===== src/rtl/flash_pe_engine.sv =====
module flash_pe_engine #(
  parameter int AW         = 8,
  parameter int SW         = 2,
  parameter int PROG_CYC   = 40,
  parameter int ERASE_CYC  = 2,
  parameter int WIN_CYC    = 40,
  parameter int PPROG_CYC  = 12,
  parameter int PERASE_CYC = 25
) (
  input  logic                clk,
  input  logic                rst_n,
  input  logic                go_prog,
  input  logic                go_sect,
  input  logic                go_chip,
  input  logic                go_reset,
  input  logic [AW-1:0]       cmd_addr,
  input  logic [7:0]          cmd_data,
  input  logic [(1<<SW)-1:0]  prot_mask,
  input  logic [AW-1:0]       rd_addr,
  input  logic                rd_stb,
  output logic [7:0]          rd_data,
  output logic                busy,
  output logic [AW-1:0]       arr_addr,
  output logic                arr_we,
  output logic [7:0]          arr_wdata,
  input  logic [7:0]          arr_rdata
);
  localparam int NSECT = 1 << SW;
  localparam int M1    = (PROG_CYC > WIN_CYC) ? PROG_CYC : WIN_CYC;
  localparam int M2    = (PPROG_CYC > PERASE_CYC) ? PPROG_CYC : PERASE_CYC;
  localparam int M3    = (M1 > M2) ? M1 : M2;
  localparam int MAXC  = (M3 > ERASE_CYC) ? M3 : ERASE_CYC;
  localparam int CW    = $clog2(MAXC + 1);

  typedef enum logic [2:0] {
    S_IDLE = 3'd0, S_PROG = 3'd1, S_WIN = 3'd2,
    S_ERASE = 3'd3, S_PBUSY = 3'd4, S_FAIL = 3'd5
  } st_t;

  st_t              st;
  logic [CW-1:0]    cnt;
  logic [AW-1:0]    pa, ea;
  logic [7:0]       pd;
  logic [NSECT-1:0] sel, cmd_bit, win_eff;
  logic             ephase, is_erase, tgl;
  logic             prog_bad, prog_end, pb_end, win_end, byte_end;
  logic             dq7, dq5, dq3;

  assign cmd_bit  = NSECT'(1) << cmd_addr[AW-1 -: SW];
  assign win_eff  = sel & ~prot_mask;
  assign prog_bad = |(~arr_rdata & pd);
  assign prog_end = cnt == CW'(PROG_CYC - 1);
  assign pb_end   = cnt == (is_erase ? CW'(PERASE_CYC - 1) : CW'(PPROG_CYC - 1));
  assign win_end  = cnt == CW'(WIN_CYC - 1);
  assign byte_end = cnt == CW'(ERASE_CYC - 1);

  assign arr_addr  = (st == S_PROG) ? pa : (st == S_ERASE) ? ea : rd_addr;
  assign arr_we    = (st == S_PROG && prog_end && !prog_bad) ||
                     (st == S_ERASE && byte_end && sel[ea[AW-1 -: SW]]);
  assign arr_wdata = (st == S_ERASE) ? {8{ephase}} : pd;

  assign dq7     = is_erase ? 1'b0 : ~pd[7];
  assign dq5     = st == S_FAIL;
  assign dq3     = (st == S_ERASE) || (st == S_PBUSY && is_erase);
  assign rd_data = (st == S_IDLE) ? arr_rdata : {dq7, tgl, dq5, 1'b0, dq3, 3'b000};
  assign busy    = (st == S_PROG) || (st == S_ERASE) || (st == S_PBUSY);

  always_ff @(posedge clk or negedge rst_n) begin
    if (!rst_n) begin
      st <= S_IDLE;  cnt <= '0;  pa <= '0;  pd <= '0;  sel <= '0;
      ea <= '0;  ephase <= 1'b0;  is_erase <= 1'b0;  tgl <= 1'b0;
    end else begin
      if (rd_stb && st != S_IDLE) tgl <= ~tgl;
      case (st)
        S_IDLE: begin
          cnt <= '0;
          ea  <= '0;
          ephase <= 1'b0;
          if (go_prog) begin
            pa <= cmd_addr;
            pd <= cmd_data;
            is_erase <= 1'b0;
            st <= (|(cmd_bit & prot_mask)) ? S_PBUSY : S_PROG;
          end else if (go_chip) begin
            is_erase <= 1'b1;
            sel <= ~prot_mask;
            st  <= (&prot_mask) ? S_PBUSY : S_ERASE;
          end else if (go_sect) begin
            is_erase <= 1'b1;
            sel <= cmd_bit;
            st  <= S_WIN;
          end
        end
        S_PROG: begin
          cnt <= cnt + 1'b1;
          if (prog_end) st <= prog_bad ? S_FAIL : S_IDLE;
        end
        S_PBUSY: begin
          cnt <= cnt + 1'b1;
          if (pb_end) st <= S_IDLE;
        end
        S_WIN: begin
          if (go_sect) begin
            sel <= sel | cmd_bit;
            cnt <= '0;
          end else if (go_prog || go_chip || go_reset) begin
            st <= S_IDLE;
          end else if (win_end) begin
            cnt <= '0;
            sel <= win_eff;
            st  <= (win_eff == '0) ? S_PBUSY : S_ERASE;
          end else begin
            cnt <= cnt + 1'b1;
          end
        end
        S_ERASE: begin
          if (byte_end) begin
            cnt <= '0;
            ea  <= ea + 1'b1;
            if (&ea) begin
              if (ephase) st <= S_IDLE;
              else ephase <= 1'b1;
            end
          end else begin
            cnt <= cnt + 1'b1;
          end
        end
        S_FAIL: if (go_reset) st <= S_IDLE;
        default: st <= S_IDLE;
      endcase
    end
  end
endmodule



===== config.mk =====
export PLATFORM = sky130hd
export DESIGN_NAME = flash_pe_engine
export DESIGN_NICKNAME = d
export VERILOG_FILES = /design/src/rtl/flash_pe_engine.sv
export SDC_FILE = /design/constraint.sdc
export NUM_CORES = 1
export LEC_CHECK = 0
export BUFFER_PORTS_ARGS = -buffer_cell sky130_fd_sc_hd__buf_2
export CAP_MARGIN = 20
export CORE_ASPECT_RATIO = 0.75
export CORE_MARGIN = 3
export CORE_UTILIZATION = 40
export CTS_CLUSTER_DIAMETER = 60
export CTS_CLUSTER_SIZE = 24
export DETAILED_ROUTE_END_ITERATION = 10
export PLACE_DENSITY = 0.74
export SLEW_MARGIN = 30
export SYNTH_ARGS = -nofsm -noshare
export SYNTH_HDL_FRONTEND = slang
export SYNTH_SLANG_ARGS = --single-unit

===== constraint.sdc =====
create_clock -name clk -period 5.9 [get_ports clk]
set_input_delay 0 -clock clk [delete_from_list [all_inputs] [get_ports clk]]
set_output_delay 0 -clock clk [all_outputs]
set_load 0.05 [all_outputs]

Word-level counts from Yosys, hierarchy flattened
Index checks and enable logic that the tools add are counted.

storage, ports and cells
  flip-flop bits (word level) = 40
  word-level logic and storage cells = 119

cells by class
  add/sub/neg operators = 2
  magnitude comparators = 1
  equal/unequal tests = 21
  shift operators = 1
  mux-type cells = 45
  bitwise logic cells = 8
  reduce and logical (&&, ||, !) cells = 32

operators by type and width
  operator             count
  $mux 3               16
  $mux 8               5
  $mux 4               6
  $mux 6               4
  $pmux 6 s4           1
  $pmux 3 s6           1
  $pmux 8 s2           1
  $ne 2x2->1 const B   7
  $ne 3x3->1 const B   4
  $reduce_and 9->1     1
  $add 8x1->8 const B  1
  $and 4x4->4          2
  $and 8x8->8          1
  $not 8->8            1
  $pmux 4 s2           1
  $reduce_and 2->1     4
  $reduce_and 8->1     1
  $reduce_or 8->1      1
  $mux 1               7
  $add 6x1->6 const B  1
  $eq 3x2->1 const B   2
  $eq 3x3->1 const B   2
  $eq 6x1->1 const B   1
  $eq 6x5->1           1
  other kinds (25)     38

Longest topological paths before layout
Gate-level depths: netlist of run 1.

  word-level depth = 8
  depth in mapped cells = 6
  gate-level depth less buffers = 6

Worst setup path before layout of run 1
No wires, ideal clock.

  kind = reg2out
  start = register pd[7]
  end = output port arr_we
  arrival = 2.697 ns
  required time = 5.900 ns
  path slack = 3.203 ns
  cell stages (with the launch flop) = 5
  path buffers = 0
  path through = dfrtp_1 > inv_2 > o22ai_1 > or4_1 > o41ai_1

between the ends
  word-level cells in the longest chain between the ends = 5

RTL lines
  element                   RTL line  RTL
  start: declaration        43        logic [7:0] pd;
  start signal: assignment  81        pd <= cmd_data;
  $and 8x8->8               51        assign prog_bad = |(~arr_rdata & pd);
  $reduce_or 8->1           51
  $logic_not 1->1           58        assign arr_we = (st == S_PROG && prog_end && !prog_bad) ||
  $logic_and 1x1->1         58
  $logic_or 1x1->1          58
  end: declaration          24        output logic arr_we,

No other way between the ends.

Worst setup path after layout of run 1
  start = register st[1]
  end = register pa[1]

between the ends
  word-level cells in the longest chain between the ends = 2

RTL lines
  element                            RTL line  RTL
  start: declaration                 40        st_t st;
  start signal: assignment           83        st <= (|(cmd_bit & prot_mask)) ? S_PBUSY : S_PROG;
  start signal: assignment           87        st <= (&prot_mask) ? S_PBUSY : S_ERASE;
  start signal: assignment           96        if (prog_end) st <= prog_bad ? S_FAIL : S_IDLE;
  $logic_not 3->1                    74        case (st)
  $reduce_and 2->1 (no source line)  -
  end signal: assignment             80        pa <= cmd_addr;
  end: declaration                   42        logic [AW-1:0] pa, ea;

No other way between the ends.
A chain may end at the register's enable or synchronous reset.

==> results.md, run 1 <==
| Step | Parameter | Value |
| --- | --- | --- |
| place | Half-perimeter wire length of the detailed placement result | 5.224 mm |
| yosys | Synthesized-area fraction occupied by adder cells | 0.01415 |
| die | Die H | 76.53 µm |
| cells and area | Filler cell count in the final layout | 623 |
| timing | Layout Skew | 0.003798 ns |
| timing | Transition time at the pin with the least slew margin | 0.8865 ns |
| die | Rows | 25 |
| place | Total of buffers placed on input and output ports | 68 |
| timing | Final period demand of the worst path | 2.439 ns |
| yosys | Seq/Total Area, Yosys | 0.3774 |
| setup path | Maximum fanout along the worst path | 23 |
| pwr | Cell leakage power | 1.510 nW |
| setup path | Arrival time at the worst endpoint | 2.63 ns |
| yosys | Flip-flop and latch count after synthesis | 40 |
| setup path | CP endpoint kind | flip-flop |
| yosys | Mux cell area share after synthesis | 0.1024 |
| timing | Highest achievable clock rate | 0.4100 GHz |
| place | Final GP Congestion | 0.8951 |
| setup path | Required time worst endpoint | 6.09 ns |
| die | Initial core utilization | 0.4177 |
| yosys | Synth cell types | 63 |
| yosys | Total nets after synthesis | 349 |
| cts | Clock slew seen by the registers of the worst setup and hold paths | 0.08 ns |
| drt | First-pass iteration count of the detailed router | 4 |
| yosys | XOR/XNOR share of the synthesized area | 0.01981 |
| timing | # setup viols final | 0 |
| place | Cells after DPL | 437 |
| hold path | Count of cells along the worst hold path | 3 |
| yosys | Yosys synthesis warning count | 0 |
| yosys | Area share of the largest cell type after synthesis | 0.3774 |
| yosys | Cell taking the most area after synthesis | sky130_fd_sc_hd__dfrtp_1 |
| cells and area | Layout overhead on the synthesized area | 24.81% |
| cts | Num CTS Buffers | 5 |
| cells and area | Post-Route Utilization | 0.5214 |
| grt | Number of global-route vias before repair | 2,427 |
| drt | Ratio of routed vias to standard cells | 5.534 |
| timing | Setup repair after global routing missed its margin | no |
| cts | Clock H-tree levels | 2 |
| die | Die outline area | 7655 µm² |
| setup path | Critical path class | flip-flop to flip-flop |
| yosys | Area fraction in compound gates after synthesis | 0.2057 |
| yosys | Cell area after technology mapping | 2653 µm² |
| setup path | Type of origin of the critical path | flip-flop |
| drt | Number of design rule violations left after detail routing | 0 |
| timing | Number of hold violations in the final report | 0 |
| cells and area | Antenna Diode Count | 0 |
| cts | Insertion delay to the later sink of the worst-skew pair | 0.30 ns |
| job | Max-cap violations | 0 |
| yosys | Post-Synthesis Mean Instance Area | 8.754 µm² |
| setup path | Number of cells on the worst reg-to-reg path | 3 |
| drt | Total wire length | 7.260 mm |
| grt | Number of antenna violations at the first check in global routing | 0 |
| timing | Remaining max-slew budget at the tightest pin | 0.4064 |
| cells and area | Fraction of layout cells with a size suffix above 1 | 0.2684 |
| die | Area of the core region | 6350 µm² |
| die | Horizontal extent of the die | 100.0 µm |
| timing | Setup total negative slack | 0 ns |
| grt | GRT Overall Usage | 0.1951 |
| yosys | Main combinational cell family by area after synthesis | simple AND/OR/NAND/NOR gates |
| yosys | Number of enable flip-flop cells after synthesis | 0 |
| yosys | Dominant register cell in the synthesized netlist | sky130_fd_sc_hd__dfrtp_1 |
| pwr | Total power density per cell area | 283.3 nW/µm² |
| hold path | Hold WC Path Type | input pin to flip-flop |
| yosys | Asr flop ratio synth | 1.000 |
| cts | Number of buffers between clock root and the deepest sink | 2 |
| timing | Final clock period utilization by the worst path | 0.4134 |
| grt | Global-route wire length before repair | 12.11 mm |
| grt | Maximum number of pins on one net before global-route repair | 41 |
| drt | Detailed-route via count | 2,551 |
| cts | Total number of clock tree sinks | 40 |
| yosys | Ranking of synthesized cells by area | sky130_fd_sc_hd__dfrtp_1, sky130_fd_sc_hd__o21ai_0, sky130_fd_sc_hd__nand2_1 |
| drt | Final antenna-violating net count | 0 |
| timing | Max-slew violation count | 0 |
| die | Top-level I/O count | 69 |
| cts | CTS root buffer | sky130_fd_sc_hd__clkbuf_8 |
| run status | Status | finished clean |
| cts | Clock tree from TritonCTS | built |
| drt | Average wire length per cell after detail routing | 15.75 µm |
| grt | Overflow left after global routing | 0 |
| cells and area | Filler-free cell count of the finished design | 461 |
| cts | Number of buffers inserted by post-CTS setup repair | 0 |
| cells and area | Post-layout net count | 425 |
| pwr | IR drop worst, VDD | 0.2755 mV |
| drt | Drt initial violations | 156 |
| yosys | Post-Synthesis Cells | 303 |
| yosys | Synthesized-area fraction occupied by and/or/nand/nor cells | 0.2373 |
## cell families after synthesis
kind of cell             Yosys count
adder cells (fa/ha/maj)            3
flip-flops                        40
XOR/XNOR                           6
buffers and inverters             29
multiplexers                      23
AO/OA/AOI/OAI                     87
AND/OR/NAND/NOR                  115
## layer usage
| layer | vias to the layer above | wire (µm) | track usage |
|---|---|---|---|
| li1 | 1251 | - | - |
| met1 | 1216 | 3539 | 0.2941 |
| met2 | 77 | 3264 | 0.2876 |
| met3 | 7 | 412 | 0.03934 |
| met4 | 0 | 42 | 0.04307 |
| met5 | - | 0 | 0 |
## cell type report
| cell class | count | area (µm²) | share of cell area |
|---|---|---|---|
| Tap cell | 81 | 101.3 | 0.03061 |
| Multi-Input combinational cell | 234 | 1545 | 0.4667 |
| Clock buffer | 6 | 72.57 | 0.02192 |
| Clock inverter | 2 | 35.03 | 0.01058 |
| Sequential cell | 40 | 1001 | 0.3023 |
| Timing Repair Buffer | 84 | 503.0 | 0.1519 |
| Inverter | 14 | 52.55 | 0.01587 |
## final timing paths
kind / from / end / slack [ns]
setup / recovery: st[1] / pa[1] / 3.46
hold / removal: prot_mask[0] / sel[0] / 0.03
max in group asynchronous: rst_n / cnt[3] / 5.33
min in group asynchronous: rst_n / pa[0] / 0.21
setup reg to reg: st[1] / pa[1] / 3.46
hold reg to reg: tgl / tgl / 0.48
## report_power, final
part           internal, mW  switching (mW)
clock                 0.126           0.104
sequential            0.310          0.0540
combinational         0.129           0.215
total                 0.565           0.373
## sequential cells by signal, indices dropped and copies added, names as in the netlist
name      cells
ephase        1
is_erase      1
pd            8
ea            8
cnt           6
pa            8
sel           4
tgl           1
st            3
## critical path, cell delays in order, from the launching register on
cell and delay [ns]:
sky130_fd_sc_hd__dfrtp_1 0.57, sky130_fd_sc_hd__nor3_4 0.61, sky130_fd_sc_hd__and2_1 0.73, sky130_fd_sc_hd__mux2_2 0.41
## cell usage in the layout (no fill, tap or decap), types with 4 or more instances in the layout
master / netlist / routed
sky130_fd_sc_hd__and2_1: 7 / 8
sky130_fd_sc_hd__a31oi_1: 6 / 6
sky130_fd_sc_hd__nand2b_1: 7 / 7
sky130_fd_sc_hd__nand2_1: 39 / 39
sky130_fd_sc_hd__mux2_2: 9 / 9
sky130_fd_sc_hd__inv_1: 11 / 11
sky130_fd_sc_hd__o21ai_0: 32 / 32
sky130_fd_sc_hd__a21oi_1: 17 / 17
sky130_fd_sc_hd__mux2i_1: 11 / 11
sky130_fd_sc_hd__nor2_1: 17 / 16
sky130_fd_sc_hd__nand3_1: 4 / 4
sky130_fd_sc_hd__dlygate4sd3_1: 0 / 16
sky130_fd_sc_hd__clkbuf_8: 0 / 5
sky130_fd_sc_hd__or3_1: 4 / 4
sky130_fd_sc_hd__dfrtp_1: 40 / 40
sky130_fd_sc_hd__buf_2: 5 / 67
sky130_fd_sc_hd__o22ai_1: 4 / 4
sky130_fd_sc_hd__nor3_1: 4 / 4
## synth_stat cells (all sizes together) (3+ instances only)
cell and n:
or3b 3, nor3 5, o21ai 35, or2 3, mux2i 11, o32a 3, a31oi 6, clkbuf 10
a21oi 17, buf 5, inv 14, nand2 39, and2 8, xnor2 3, and3 3, o22ai 4
nor4 3, nand4 3, or4 3, a211oi 3, mux2 10, or3 5, dfrtp 40, nand2b 7
xor2 3, ha 3, nand3 6, nor2 17
## stage by stage
| step | instance area, µm² | setup slack [ns] | power [mW] | hold WS [ns] |
|---|---|---|---|---|
| global placement | 3032 | 3.158 | 0.6908 | 0.1792 |
| finish | 3311 | 3.461 | 0.9379 | 0.03489 |
| floorplan | 2653 | 3.203 | 0.6040 | -0.2956 |
| detailed placement | 3034 | 3.013 | 0.7012 | 0.1890 |
| CTS | 3302 | 2.997 | 0.9407 | 0.03422 |
| global route | 3311 | 3.212 | 1.000 | 0.05025 |
## what timing repair did
item                                   4_1_cts  5_1_grt
hold buffers                                16        0
gates resized for setup                      0        0
setup endpoints to repair                    0        0
endpoints found under the hold margin       55        0
Power figures use the tool's default switching activity.
==> run 2, diff against run 1 <==
==> constraint.sdc (replaced) <==
create_clock -name clk -period 2.4 [get_ports clk]
set_input_delay 0 -clock clk [delete_from_list [all_inputs] [get_ports clk]]
set_output_delay 0 -clock clk [all_outputs]
set_load 0.05 [all_outputs]
==> run 2 against run 1 <==
Compared with the run above: first-iteration DRC count is 13% higher; design area up 3.6%; non-clock buffer count rose by 9; routed wire length rose by 1.1%; power increased to 2.7 times the previous value; highest routed layer unchanged.
==> results.md, run 2 (same netlist as run 1, synthesis figures left out) <==
| Step | Parameter | Value | Change |
| --- | --- | --- | --- |
| die | Die H | 76.53 µm | unchanged |
| setup path | Maximum fanout along the worst path | 7 | -70% |
| cts | Insertion delay to the later sink of the worst-skew pair | 0.30 ns | about the same |
| setup path | CP endpoint kind | flip-flop |  |
| setup path | Worst path cell trace | ha_1, nand3_2, or3_4, a2111oi_2, nand3_2, mux2_4 |  |
| setup path | Startpoint of the most critical setup path | cnt[0] |  |
| timing | Final period demand of the worst path | 2.252 ns | -0.1872 ns |
| drt | Total wire length | 7.342 mm | +1.1% |
| cts | Total of cells resized after clock tree synthesis | 0 | unchanged |
| run status | Status | finished clean |  |
| setup path | Type of origin of the critical path | flip-flop |  |
| cells and area | Leading cell types in the layout, fill and taps excluded | sky130_fd_sc_hd__buf_2, sky130_fd_sc_hd__dfrtp_1, sky130_fd_sc_hd__nand2_1 |  |
| drt | Average wire length per cell after detail routing | 15.62 µm | -0.81% |
| pwr | Power share of the sequential group | 0.351 | -0.037 |
| place | Final GP Congestion | 0.9295 | +3.8% |
| timing | Setup total negative slack | 0 ns | unchanged |
| grt | Met1 track demand over resource in global routing | 0.2812 | -0.01289 |
| timing | Number of hold violations in the final report | 0 | unchanged |
| timing | Setup repair after global routing missed its margin | no |  |
| place | Total of buffers placed on input and output ports | 68 | unchanged |
| setup path | Cell with the most instances on the worst path | sky130_fd_sc_hd__nand3_2 |  |
| cts | CTS root buffer | sky130_fd_sc_hd__clkbuf_8 |  |
| die | Initial core utilization | 0.4177 | unchanged |
| die | Die outline area | 7655 µm² | unchanged |
| cells and area | Fraction of layout cells with a size suffix above 1 | 0.2879 | +0.01950 |
| setup path | Kind of cell adding the most delay to the critical path | simple AND/OR/NAND/NOR gates |  |
| setup path | Reg-to-reg setup timing slack | 0.15 ns | -3.31 ns |
| cts | Total number of clock tree sinks | 40 | unchanged |
| pwr | IR drop worst, VDD | 0.5019 mV | +82% |
| pwr | Total chip power | 2.534 mW | +170% |
| pwr | Switching share of total power | 0.3615 | -0.03650 |
| timing | Transition time at the pin with the least slew margin | 0.5860 ns | -0.3005 ns |
| drt | Ratio of routed vias to standard cells | 5.600 | +1.2% |
| pwr | Cell leakage power | 1.583 nW | +4.9% |
| drt | Drt initial violations | 177 | +13% |
| grt | Overflow left after global routing | 0 | unchanged |
| grt | Maximum number of pins on one net before global-route repair | 41 | unchanged |
| pwr | Part of the power in combinational logic | 0.345 | -0.022 |
| cells and area | Largest registers | ea: 8 flops, pa: 8 flops, pd: 8 flops |  |
| hold path | Hold WC Path Type | input pin to flip-flop |  |
| timing | Highest achievable clock rate | 0.4440 GHz | +8.3% |
| setup path | Critical path class | flip-flop to flip-flop |  |
| place | Half-perimeter wire length of the detailed placement result | 5.311 mm | +1.7% |
| setup path | Buffer and inverter count on the worst path | 0 | unchanged |
| setup path | FF-to-FF End | st[2] |  |
| grt | GRT Overall Usage | 0.1933 | -0.001841 |
| cells and area | Filler cell count in the final layout | 566 | -9.1% |
| setup path | Arrival time at the worst endpoint | 2.44 ns | -0.19 ns |
| pwr | Total power density per cell area | 739.0 nW/µm² | +160% |
| cts | Clock slew seen by the registers of the worst setup and hold paths | 0.08 ns | about the same |
| timing | # setup viols final | 0 | unchanged |
| cts | Number of buffers inserted by post-CTS setup repair | 0 | unchanged |
| timing | Layout Skew | 0.005712 ns | +0.001914 ns |
| die | Top-level I/O count | 69 | unchanged |
| hold path | Count of cells along the worst hold path | 3 | unchanged |
| drt | Detailed-route via count | 2,632 | +3.2% |
| grt | Number of global-route vias before repair | 2,530 | +4.2% |
| pwr | Portion of total power attributed to the clock network | 0.304 | +0.059 |
| drt | Number of design rule violations left after detail routing | 0 | unchanged |
| timing | Remaining max-slew budget at the tightest pin | 0.6091 | +0.2027 |
| grt | Busiest layer in global routing | met2 |  |
| cells and area | Leading cell type in the layout, fill and taps excluded | sky130_fd_sc_hd__buf_2 |  |
| die | Area of the core region | 6350 µm² | unchanged |
| drt | Final antenna-violating net count | 0 | unchanged |
| grt | Global-route wire length before repair | 12.18 mm | +0.57% |
| pwr | Design internal power | 1.618 mW | +190% |
| hold path | Worst hold path startpoint | prot_mask[1] |  |
| cells and area | Antenna Diode Count | 0 | unchanged |
| drt | First-pass iteration count of the detailed router | 4 | unchanged |
| cts | Clock H-tree levels | 2 | unchanged |
| hold path | Hold worst-path end | sel[1] |  |
| grt | Met3 capacity usage during global routing | 0.03934 | unchanged |
| die | Rows | 25 | unchanged |
| cells and area | Layout overhead on the synthesized area | 29.25% |  |
| setup path | Slowest cell on the critical path | sky130_fd_sc_hd__dfrtp_1 |  |
| setup path | Required time worst endpoint | 2.59 ns | -3.50 ns |
| cts | Number of buffers between clock root and the deepest sink | 2 | unchanged |
| grt | Number of antenna violations at the first check in global routing | 0 | unchanged |
| job | Max-cap violations | 0 | unchanged |
| setup path | CP peak stage delay | 0.45 ns | -0.28 ns |
| die | Horizontal extent of the die | 100.0 µm | unchanged |
| setup path | Number of cells on the worst reg-to-reg path | 6 | +3 |
| cells and area | Post-layout net count | 434 | +2.1% |
| grt | Met2 Use GR | 0.3009 | +0.01332 |
| timing | Max-slew violation count | 0 | unchanged |
| timing | Final clock period utilization by the worst path | 0.9384 | +0.5249 |
| cts | Num CTS Buffers | 5 | unchanged |
| pwr | P_sw | 0.9159 mW | +150% |
| cts | Clock tree from TritonCTS | built |  |
| setup path | Critical R2R Launch | cnt[0] |  |
-- run 2: changes by cell type in the layout (fill, tap and decap cells not counted), sizes merged --
cell,before,now
clkbuf,6,5
buf,68,77
clkinv,1,0
bufinv,1,3
-- run 2: power groups by stage --
stage,clock network (mW),registers (mW),logic [mW]
2_1_floorplan,0,0.852,0.639
3_3_place_gp,0,0.892,0.829
3_5_place_dp,0,0.901,0.836
4_1_cts,0.781,0.888,0.864
5_1_grt,0.818,0.909,0.957
6_report,0.770,0.889,0.874
-- run 2: routing by layer --
layer  share of wire  vias up
li1                -     1275
met1            0.47     1265
met2            0.46       85
met3           0.062        7
met4          0.0069        0
met5               0        -
-- run 2: area by class of cell --
class | count | area, µm² | area share
inverter | 14 | 52.55 | 0.01533
multi-input combinational | 234 | 1544 | 0.4504
timing repair buffer | 93 | 570.5 | 0.1664
clock buffer | 5 | 68.82 | 0.02007
tap | 81 | 101.3 | 0.02956
clock inverter | 3 | 90.09 | 0.02628
sequential | 40 | 1001 | 0.2920
-- run 2: per-stage QoR --
step	instance area, µm²	setup WS, ns	cells	hold WS (ns)	utilization
2_1_floorplan	2660	0.2737	303	-0.2956	-
3_3_place_gp	3107	0.2495	446	0.1753	0.4893
3_5_place_dp	3107	0.1985	446	0.1894	0.4893
4_1_cts	3426	0.1677	470	0.02621	0.5395
5_1_grt	3428	0.01950	470	0.04519	0.5399
6_report	3428	0.1479	470	0.03320	0.5399
-- run 2: timing repair --
action | in CTS | in global routing
endpoints found under the setup margin | 0 | 0
hold buffers | 16 | 0
endpoints found under the hold margin | 55 | 0
-- run 2: how the worst max path moves through the flow --
stage,slack (ns),endpoint,cells after the start
after floorplan,0.27,arr_addr[0],6
after global placement,0.25,st[2],6
after detailed placement,0.20,st[2],6
after CTS,0.17,st[2],6
after global routing,0.02,st[2],6
final,0.15,st[2],6
-- run 2: worst min-delay path, stage by stage --
cell and delay, ns:
sky130_fd_sc_hd__buf_2 0.11, sky130_fd_sc_hd__o32a_1 0.13, sky130_fd_sc_hd__a21oi_1 0.06
